===== src/rtl/pgring_pkg.sv =====
package pgring_pkg;

    typedef enum logic [1:0] {
        ST_IDLE = 2'd0,
        ST_FILL = 2'd1,
        ST_DROP = 2'd2,
        ST_HDR  = 2'd3
    } fill_st_e;

    localparam int unsigned STAT_BIT_INTACT = 0;
    localparam int unsigned STAT_BIT_FOVR   = 3;
    localparam int unsigned HDR_BYTES       = 4;

    localparam logic [1:0] SEL_START = 2'd0;
    localparam logic [1:0] SEL_STOP  = 2'd1;
    localparam logic [1:0] SEL_BND   = 2'd2;
    localparam logic [1:0] SEL_CUR   = 2'd3;

endpackage


===== src/rtl/pgring_wrap.sv =====
// Page successor inside the ring: one past the page, folded to start at stop.
module pgring_wrap #(
    parameter int unsigned PW = 8
) (
    input  logic [PW-1:0] pg_i,
    input  logic [PW-1:0] start_i,
    input  logic [PW-1:0] stop_i,
    output logic [PW-1:0] nxt_o
);
    logic [PW-1:0] inc;

    always_comb begin
        inc   = pg_i + 1'b1;
        nxt_o = (inc == stop_i) ? start_i : inc;
    end
endmodule


===== src/rtl/pgring_hdr_sel.sv =====
// Picks the header byte for a given header slot.
module pgring_hdr_sel #(
    parameter int unsigned DW = 8,
    parameter int unsigned PW = 8
) (
    input  logic [1:0]      idx_i,
    input  logic [DW-1:0]   status_i,
    input  logic [PW-1:0]   nxt_i,
    input  logic [2*DW-1:0] cnt_i,
    output logic [DW-1:0]   byte_o
);
    always_comb begin
        case (idx_i)
            2'd0:    byte_o = status_i;
            2'd1:    byte_o = DW'(nxt_i);
            2'd2:    byte_o = cnt_i[DW-1:0];
            default: byte_o = cnt_i[2*DW-1:DW];
        endcase
    end
endmodule


===== src/rtl/pgring_rx.sv =====
module pgring_rx
    import pgring_pkg::*;
#(
    parameter int unsigned   PW        = 8,
    parameter int unsigned   OW        = 8,
    parameter int unsigned   DW        = 8,
    parameter logic [PW-1:0] RST_START = 8'h40,
    parameter logic [PW-1:0] RST_STOP  = 8'h80
) (
    input  logic             clk_i,
    input  logic             rst_ni,
    input  logic             rx_valid_i,
    input  logic [DW-1:0]    rx_data_i,
    input  logic             rx_eof_i,
    input  logic             rx_good_i,
    input  logic             rx_fovr_i,
    input  logic             host_we_i,
    input  logic [1:0]       host_sel_i,
    input  logic [PW-1:0]    host_wdata_i,
    output logic             mem_we_o,
    output logic [PW+OW-1:0] mem_addr_o,
    output logic [DW-1:0]    mem_wdata_o,
    output logic             irq_rx_o,
    output logic             ovw_o,
    output logic [PW-1:0]    cur_page_o,
    output logic [PW-1:0]    bnd_page_o,
    output logic             ring_empty_o
);
    localparam int unsigned AW = PW + OW;
    localparam int unsigned CW = 2 * DW;
    localparam logic [OW-1:0] HDR_OFS   = OW'(HDR_BYTES);
    localparam logic [OW-1:0] OFS_LAST  = {OW{1'b1}};

    typedef struct packed {
        fill_st_e      st;
        logic [PW-1:0] start;
        logic [PW-1:0] stop;
        logic [PW-1:0] bnd;
        logic [PW-1:0] cur;
        logic [PW-1:0] wpg;
        logic [PW-1:0] nxt;
        logic [OW-1:0] woff;
        logic [CW-1:0] cnt;
        logic [1:0]    hidx;
        logic [DW-1:0] status;
        logic          irq;
        logic          ovw;
        logic          mwe;
        logic [AW-1:0] maddr;
        logic [DW-1:0] mdat;
    } ring_t;

    ring_t r_d, r_q;

    logic [PW-1:0] wpg_inc;
    logic [PW-1:0] bnd_inc;
    logic [DW-1:0] hdr_byte;

    pgring_wrap #(.PW(PW)) u_wp_wrap (
        .pg_i    (r_q.wpg),
        .start_i (r_q.start),
        .stop_i  (r_q.stop),
        .nxt_o   (wpg_inc)
    );

    pgring_wrap #(.PW(PW)) u_bnd_wrap (
        .pg_i    (r_q.bnd),
        .start_i (r_q.start),
        .stop_i  (r_q.stop),
        .nxt_o   (bnd_inc)
    );

    pgring_hdr_sel #(.DW(DW), .PW(PW)) u_hdr_sel (
        .idx_i    (r_q.hidx),
        .status_i (r_q.status),
        .nxt_i    (r_q.nxt),
        .cnt_i    (r_q.cnt),
        .byte_o   (hdr_byte)
    );

    always_comb begin
        r_d     = r_q;
        r_d.irq = 1'b0;
        r_d.ovw = 1'b0;
        r_d.mwe = 1'b0;

        // Host register writes; a commit below may override the current page.
        if (host_we_i) begin
            case (host_sel_i)
                SEL_START: r_d.start = host_wdata_i;
                SEL_STOP:  r_d.stop  = host_wdata_i;
                SEL_BND:   r_d.bnd   = host_wdata_i;
                default:   r_d.cur   = host_wdata_i;
            endcase
        end

        case (r_q.st)
            ST_IDLE: begin
                if (rx_valid_i) begin
                    r_d.mwe   = 1'b1;
                    r_d.maddr = {r_q.cur, HDR_OFS};
                    r_d.mdat  = rx_data_i;
                    r_d.wpg   = r_q.cur;
                    r_d.woff  = HDR_OFS + 1'b1;
                    r_d.cnt   = CW'(HDR_BYTES + 1);
                    r_d.st    = ST_FILL;
                end
            end
            ST_FILL: begin
                if (rx_eof_i) begin
                    if (rx_good_i) begin
                        r_d.status                  = '0;
                        r_d.status[STAT_BIT_INTACT] = 1'b1;
                        r_d.status[STAT_BIT_FOVR]   = rx_fovr_i;
                        // An untouched fresh page is not claimed.
                        r_d.nxt  = (r_q.woff == '0) ? r_q.wpg : wpg_inc;
                        r_d.hidx = 2'd0;
                        r_d.st   = ST_HDR;
                    end else begin
                        r_d.st = ST_IDLE;
                    end
                end else if (rx_valid_i) begin
                    if ((r_q.woff == '0) && (r_q.wpg == r_q.bnd)) begin
                        r_d.ovw = 1'b1;
                        r_d.st  = ST_DROP;
                    end else begin
                        r_d.mwe   = 1'b1;
                        r_d.maddr = {r_q.wpg, r_q.woff};
                        r_d.mdat  = rx_data_i;
                        r_d.cnt   = r_q.cnt + 1'b1;
                        r_d.woff  = r_q.woff + 1'b1;
                        if (r_q.woff == OFS_LAST) begin
                            r_d.wpg = wpg_inc;
                        end
                    end
                end
            end
            ST_DROP: begin
                if (rx_eof_i) begin
                    r_d.st = ST_IDLE;
                end
            end
            default: begin
                r_d.mwe   = 1'b1;
                r_d.maddr = {r_q.cur, {(OW-2){1'b0}}, r_q.hidx};
                r_d.mdat  = hdr_byte;
                r_d.hidx  = r_q.hidx + 1'b1;
                if (r_q.hidx == 2'd3) begin
                    r_d.cur = r_q.nxt;
                    r_d.irq = 1'b1;
                    r_d.st  = ST_IDLE;
                end
            end
        endcase
    end

    always_ff @(posedge clk_i) begin
        if (!rst_ni) begin
            r_q       <= '0;
            r_q.st    <= ST_IDLE;
            r_q.start <= RST_START;
            r_q.stop  <= RST_STOP;
            r_q.bnd   <= RST_START;
            r_q.cur   <= RST_START + 1'b1;
        end else begin
            r_q <= r_d;
        end
    end

    assign mem_we_o     = r_q.mwe;
    assign mem_addr_o   = r_q.maddr;
    assign mem_wdata_o  = r_q.mdat;
    assign irq_rx_o     = r_q.irq;
    assign ovw_o        = r_q.ovw;
    assign cur_page_o   = r_q.cur;
    assign bnd_page_o   = r_q.bnd;
    assign ring_empty_o = (r_q.cur == bnd_inc);

endmodule


===== config.mk =====
export PLATFORM = sky130hd
export DESIGN_NAME = pgring_rx
export DESIGN_NICKNAME = d
export VERILOG_FILES = /design/src/rtl/pgring_pkg.sv /design/src/rtl/pgring_wrap.sv /design/src/rtl/pgring_hdr_sel.sv /design/src/rtl/pgring_rx.sv
export SDC_FILE = /design/constraint.sdc
export NUM_CORES = 1
export LEC_CHECK = 0
export CORE_MARGIN = 2
export CORE_UTILIZATION = 60
export DETAILED_ROUTE_END_ITERATION = 16
export DONT_BUFFER_PORTS = 1
export PLACE_DENSITY = 0.84
export SLEW_MARGIN = 20
export SYNTH_ARGS = -nofsm -noshare
export SYNTH_HDL_FRONTEND = slang
export SYNTH_SLANG_ARGS = --single-unit

===== constraint.sdc =====
create_clock -name clk_i -period 7.2 [get_ports clk_i]
set_input_delay 1.44 -clock clk_i [delete_from_list [all_inputs] [get_ports clk_i]]
set_output_delay 1.44 -clock clk_i [all_outputs]
set_load 0.01 [all_outputs]

==> Word level (Yosys, flattened, before mapping) <==
Cells that the tools add are included.
{ "classes": {"addsub": 5, "n_eq_ne": 22, "muxes": 37, "n_bitwise": 5, "reduce_logical": 21} }
{ "op_table": {"columns": ["cell", "n"], "rows": [
  ["2-to-1 mux 25 bit", 4],
  ["2-to-1 mux 24 bit", 4],
  ["2-to-1 mux 8 bit", 12],
  ["one-hot mux 25 bit (3 select lines)", 1],
  ["one-hot mux 24 bit (2 select lines)", 1],
  ["== test 8 bit", 4],
  ["adder 8 x 1 -> 8 bit (second input constant)", 3],
  ["one-hot mux 8 bit (3 select lines)", 1],
  ["2-to-1 mux 10 bit", 2],
  ["adder 16 x 1 -> 16 bit (second input constant)", 1],
  ["!= test 2 bit (second input constant)", 8],
  ["one-hot mux 8 bit (2 select lines)", 1],
  ["AND reduction 5 bit", 3],
  ["2-to-1 mux 2 bit", 7],
  ["== test 2 bit (second input constant)", 4],
  ["== test 8 bit (second input constant)", 1],
  ["logical NOT 8 bit", 1],
  ["OR reduction 4 bit", 2],
  ["== test 2 x 1 -> 1 bit (second input constant)", 3],
  ["logical NOT 2 bit", 3],
  ["!= test 3 bit (second input constant)", 2],
  ["one-hot mux 2 bit (3 select lines)", 1],
  ["AND reduction 2 bit", 3],
  ["AND reduction 3 bit", 2],
  ["other kinds (10)", 16]
]} }
{ "word_totals": {"regBits": 105, "in_bits": 25, "output_inout_bits": 44, "elab_cells": 106} }

==> Logic depth before layout (Yosys ltp) <==
{ "logic_depth": {"word_depth": 8, "depth_mapped": 12, "mapped_depth_nobuf": 10} }

==> Modules after synthesis <==
From an unflattened synthesis, not the netlist that was laid out.
{ "unflattened": {"hier_cells": 662, "area_unflattened_um2": 6167.2} }
{ "by_module_without_submodules": {"columns": ["mod", "instances", "cells_each", "area_each_um2", "seq_area_each_um2"], "rows": [
  ["pgring_rx", 1, 562, 5185.0, 2102.0],
  ["pgring_wrap", 2, 45, 392.9, 0.0],
  ["pgring_hdr_sel", 1, 10, 196.4, 0.0]
]} }

==> Worst setup path before layout <==
OpenSTA, ideal clock, no wires.
{ "synth_path": {"kind": "reg2out", "start": "register r_q, in the netlist bnd_page_o[1]", "end": "output ring_empty_o", "t_arrival_ps": 2181, "t_required_ps": 5760, "path_slack_ps": 3579, "stages_incl_launch_ff": 11, "n_path_buf": 1, "cell_sequence": "dfxtp_1 ha_1 and3_1 xnor3_1 and2_1 o2111a_1 buf_6 a22o_1 nand3_1 nand4_1 nor4b_2"} }
{ "synth_between": {"elab_chain_cells": 4} }
{ "synth_rtl": {"columns": ["element", "line_no", "text"], "rows": [
  ["from (decl)", "pgring_rx.sv:53", "ring_t r_d, r_q;"],
  ["from (signal assigned)", "pgring_rx.sv:166", "r_q <= r_d;"],
  ["adder 8 x 1 -> 8 bit (*)", "pgring_wrap.sv:13", "inc = pg_i + 1'b1;"],
  ["== test 8 bit", "pgring_wrap.sv:14", "nxt_o = (inc == stop_i) ? start_i : inc;"],
  ["2-to-1 mux 8 bit (*)", "pgring_wrap.sv:14", null],
  ["== test 8 bit (*)", "pgring_rx.sv:177", "assign ring_empty_o = (r_q.cur == bnd_inc);"],
  ["to (decl)", "pgring_rx.sv:27", "output logic ring_empty_o"]
]} }
Every way passes the cells marked *; elsewhere a longest branch is shown, timed or not.

==> Worst setup path after layout <==
{ "layout_path": {"start": "register r_q, in the netlist bnd_page_o[0]", "end": "output ring_empty_o"} }
Same word-level chain as after synthesis.

==> out/qor.csv <==
metric;value;unit
Final nets;678;
post-synthesis async set-or-reset flop share;0;%
Longest Clk Path Bufs;2;
CTS tree;done;
# hold bufs at CTS;0;
DR vias;5081;
die area;10700;sq um
initial drt markers;434;
peak supply drop;0.106;mV
1st-pass router iterations;6;
final hold vios;0;
effective utilization at floorplan;61.5;%
maxcap violations;0;
vias per cell;6.50;
top_reg_cell synth;dfxtp_1;
Worst slew margin;45.3;%
synthesized cell area;5960;sq um
RSZ-0062 raised after global routing;no;
WS Path Type;flip-flop to output pin;
Die W;104;microns
die height;104;microns
post-synth cell types;56;
total setup buffers inserted after CTS;0;
most frequent cell after synthesis;nor2_1;
Post-synth EDFFs;0;
initial antenna violation count;0;
Slew Limit Fails;0;
Final period util;65.3;%
remaining routing DRC violations;0;
Yosys reg bits;105;
H-tree levels;3;
FF-to-FF path depth;9;
CP startpoint;bnd_page_o[0]$_SDFFE_PN0P_;
Clk Latency, worst-skew pair;0.38;ns
final wirelength;15.1;mm
Reg-to-Reg End;mem_wdata_o[2]$_SDFFE_PN0P_;
P&R area growth vs syn;-2.37;%
FF-to-FF Start;r_q[71]$_SDFFE_PN0P_;
Worst EP arrival;3.27;ns
Final HPWL DP;10.7;mm
TritonCTS Buffers;9;
gr usage total;28.6;%
clock sink count;105;
Crit-path slowest cell;o2111a_1;
vias in the first global route;4938;
Cell Pwr Density;208;nW/um^2
Slew @ Worst Pin;0.817;ns
Routed WL per cell;19.3;microns
CP endpoint kind;output pin;
Hold Path Class;flip-flop to flip-flop;
Clock Pin Slew Worst Setup and Hold Paths;0.10;ns
# diodes;0;
DP Cell Count;766;
Core ar.;9680;sq um
Antenna Nets Post-Route;0;
Worst R2R Setup Slack;4.02;ns
largest net degree at the start of global routing;73;
Syn Nets;752;
hold_ws;0.484;ns
crit path to;ring_empty_o;
Mean Syn Cell Area;8.30;sq um
commonest cells in the netlist;nor2_1 (117), dfxtp_1 (105), nand2_1 (52);
clock skew;0.0139;ns
worst path required time;5.76;ns
first-pass GRT wire length;24.8;mm
Boundary Pins;69;
cell row count;36;
sequential share of the synthesized area;35.3;%
critical path's largest stage delay;0.65;ns
run status;completed;
Synth Instances;718;
share of the synthesized area in the top cell type;35.3;%
post-CTS sizing;0;
Yosys warnings;0;
IO buf count;0;
root buffer cell;clkbuf_8;
worst path cell trace;ha_1 -> xnor2_1 -> nand3_1 -> a31oi_1 -> o2111a_1 -> nand4_1 -> nand3_1 -> nand4_1 -> nor4b_2;
crit path time final;4.71;ns
final core occ;60.1;%
CP startpoint kind;flip-flop;
ratio of cells with drive above 1 in the final layout;5.24;%
Non-Filler Instances;782;
Final setup viols;0;
setup_tns;0;ns
dominant cells by area after synthesis;dfxtp_1 (35%), nor2_1 (7.4%), buf_4 (5.3%);
Fmax;0.213;GHz
total gr overflow;0;
cell taking the most area after synthesis;dfxtp_1;
crit path max fanout;18;
P_leak;0.00230;uW
RD Place Congestion;0.938;
==> metrics by stage <==
| stage | power [uW] | cell area (sq um) | setup slack, ns |
|---|---|---|---|
| floorplan | 810 | 5960 | 3.58 |
| global placement | 827 | 5610 | 3.08 |
| detailed placement | 836 | 5610 | 2.92 |
| CTS | 1200 | 5820 | 2.50 |
| global route | 1250 | 5820 | 2.29 |
| finish | 1210 | 5820 | 2.49 |
==> report_power, final <==
| part | switching (uW) | total [uW] | internal, uW |
|---|---|---|---|
| sequential | 51.3 | 658 | 606 |
| clock | 205 | 378 | 173 |
| combinational | 101 | 172 | 70.7 |
| total | 357 | 1210 | 850 |
==> cells by family after synthesis <==
| family | Yosys count | synth area share [%] |
|---|---|---|
| xor gates and xnor gates | 58 | 10.7 |
| buffers and inverters | 102 | 9.97 |
| DFF | 105 | 35.3 |
| adders and majority gates | 9 | 1.89 |
| and+or+nand+nor | 268 | 21.3 |
| muxes | 31 | 5.21 |
| AOI/OAI and AO/OA | 145 | 15.7 |
==> worst max-delay path: cells and delay by family, from the launching register on <==
family	cells	cell delay, ns
AO/OA/AOI/OAI	2	0.82
XOR/XNOR	1	0.18
adder cells (fa/ha/maj)	1	0.34
flip-flops	1	0.57
AND/OR/NAND/NOR	5	0.97
==> worst min path at each step <==
stage                    startpoint                   end  slack (ns)  depth (start not counted)
3_3_place_gp   r_q[27]$_SDFFE_PN0P_  r_q[27]$_SDFFE_PN0P_        0.45                          2
4_1_cts        r_q[27]$_SDFFE_PN0P_  r_q[27]$_SDFFE_PN0P_        0.49                          2
6_report       r_q[27]$_SDFFE_PN0P_  r_q[27]$_SDFFE_PN0P_        0.48                          2
2_1_floorplan  r_q[30]$_SDFFE_PN0P_  r_q[30]$_SDFFE_PN0P_        0.44                          2
3_5_place_dp   r_q[27]$_SDFFE_PN0P_  r_q[27]$_SDFFE_PN0P_        0.46                          2
5_1_grt        r_q[27]$_SDFFE_PN0P_  r_q[27]$_SDFFE_PN0P_        0.53                          2
==> placed cells by master, fill, tap and decap left out, types with 6 or more instances in the layout <==
cell,netlist,routed
clkbuf_8,0,10
nand3_1,24,24
nor2b_1,7,7
a222oi_1,11,11
nand2_1,52,52
o21ai_0,19,19
nor2_1,117,117
xnor2_1,18,18
dfxtp_1,105,105
a221oi_1,8,8
xor2_1,31,31
o21ai_1,12,12
xnor3_1,6,6
a21oi_1,48,48
a22oi_1,14,14
nor3_1,10,10
ha_1,9,9
nand4_1,15,15
and2_1,6,6
inv_1,12,11
and3_1,8,8
mux2i_1,31,31
a211oi_1,9,9
==> flip-flops by register name, indices dropped and copies added (netlist names) <==
signal       count
ovw_o            1
mem_wdata_o      8
r_q             62
mem_we_o         1
cur_page_o       8
irq_rx_o         1
bnd_page_o       8
mem_addr_o      16
==> final cells by class <==
type,count,area [sq um]
clock buffer,11,141
clock inverter,5,62.6
fill,831,3870
inverter,12,45.0
multi-input combinational,511,3260
sequential,105,2100
tap,133,166
timing repair buffer,5,37.5
==> routing by layer <==
layer	GRT usage [%]	wire length, microns	vias to the layer above
li1	-	-	2325
met1	36.4	6170	2426
met2	45.6	7010	281
met3	6.86	1420	49
met4	13.9	479	0
met5	0	0	-
Power figures use the tool's default switching activity.
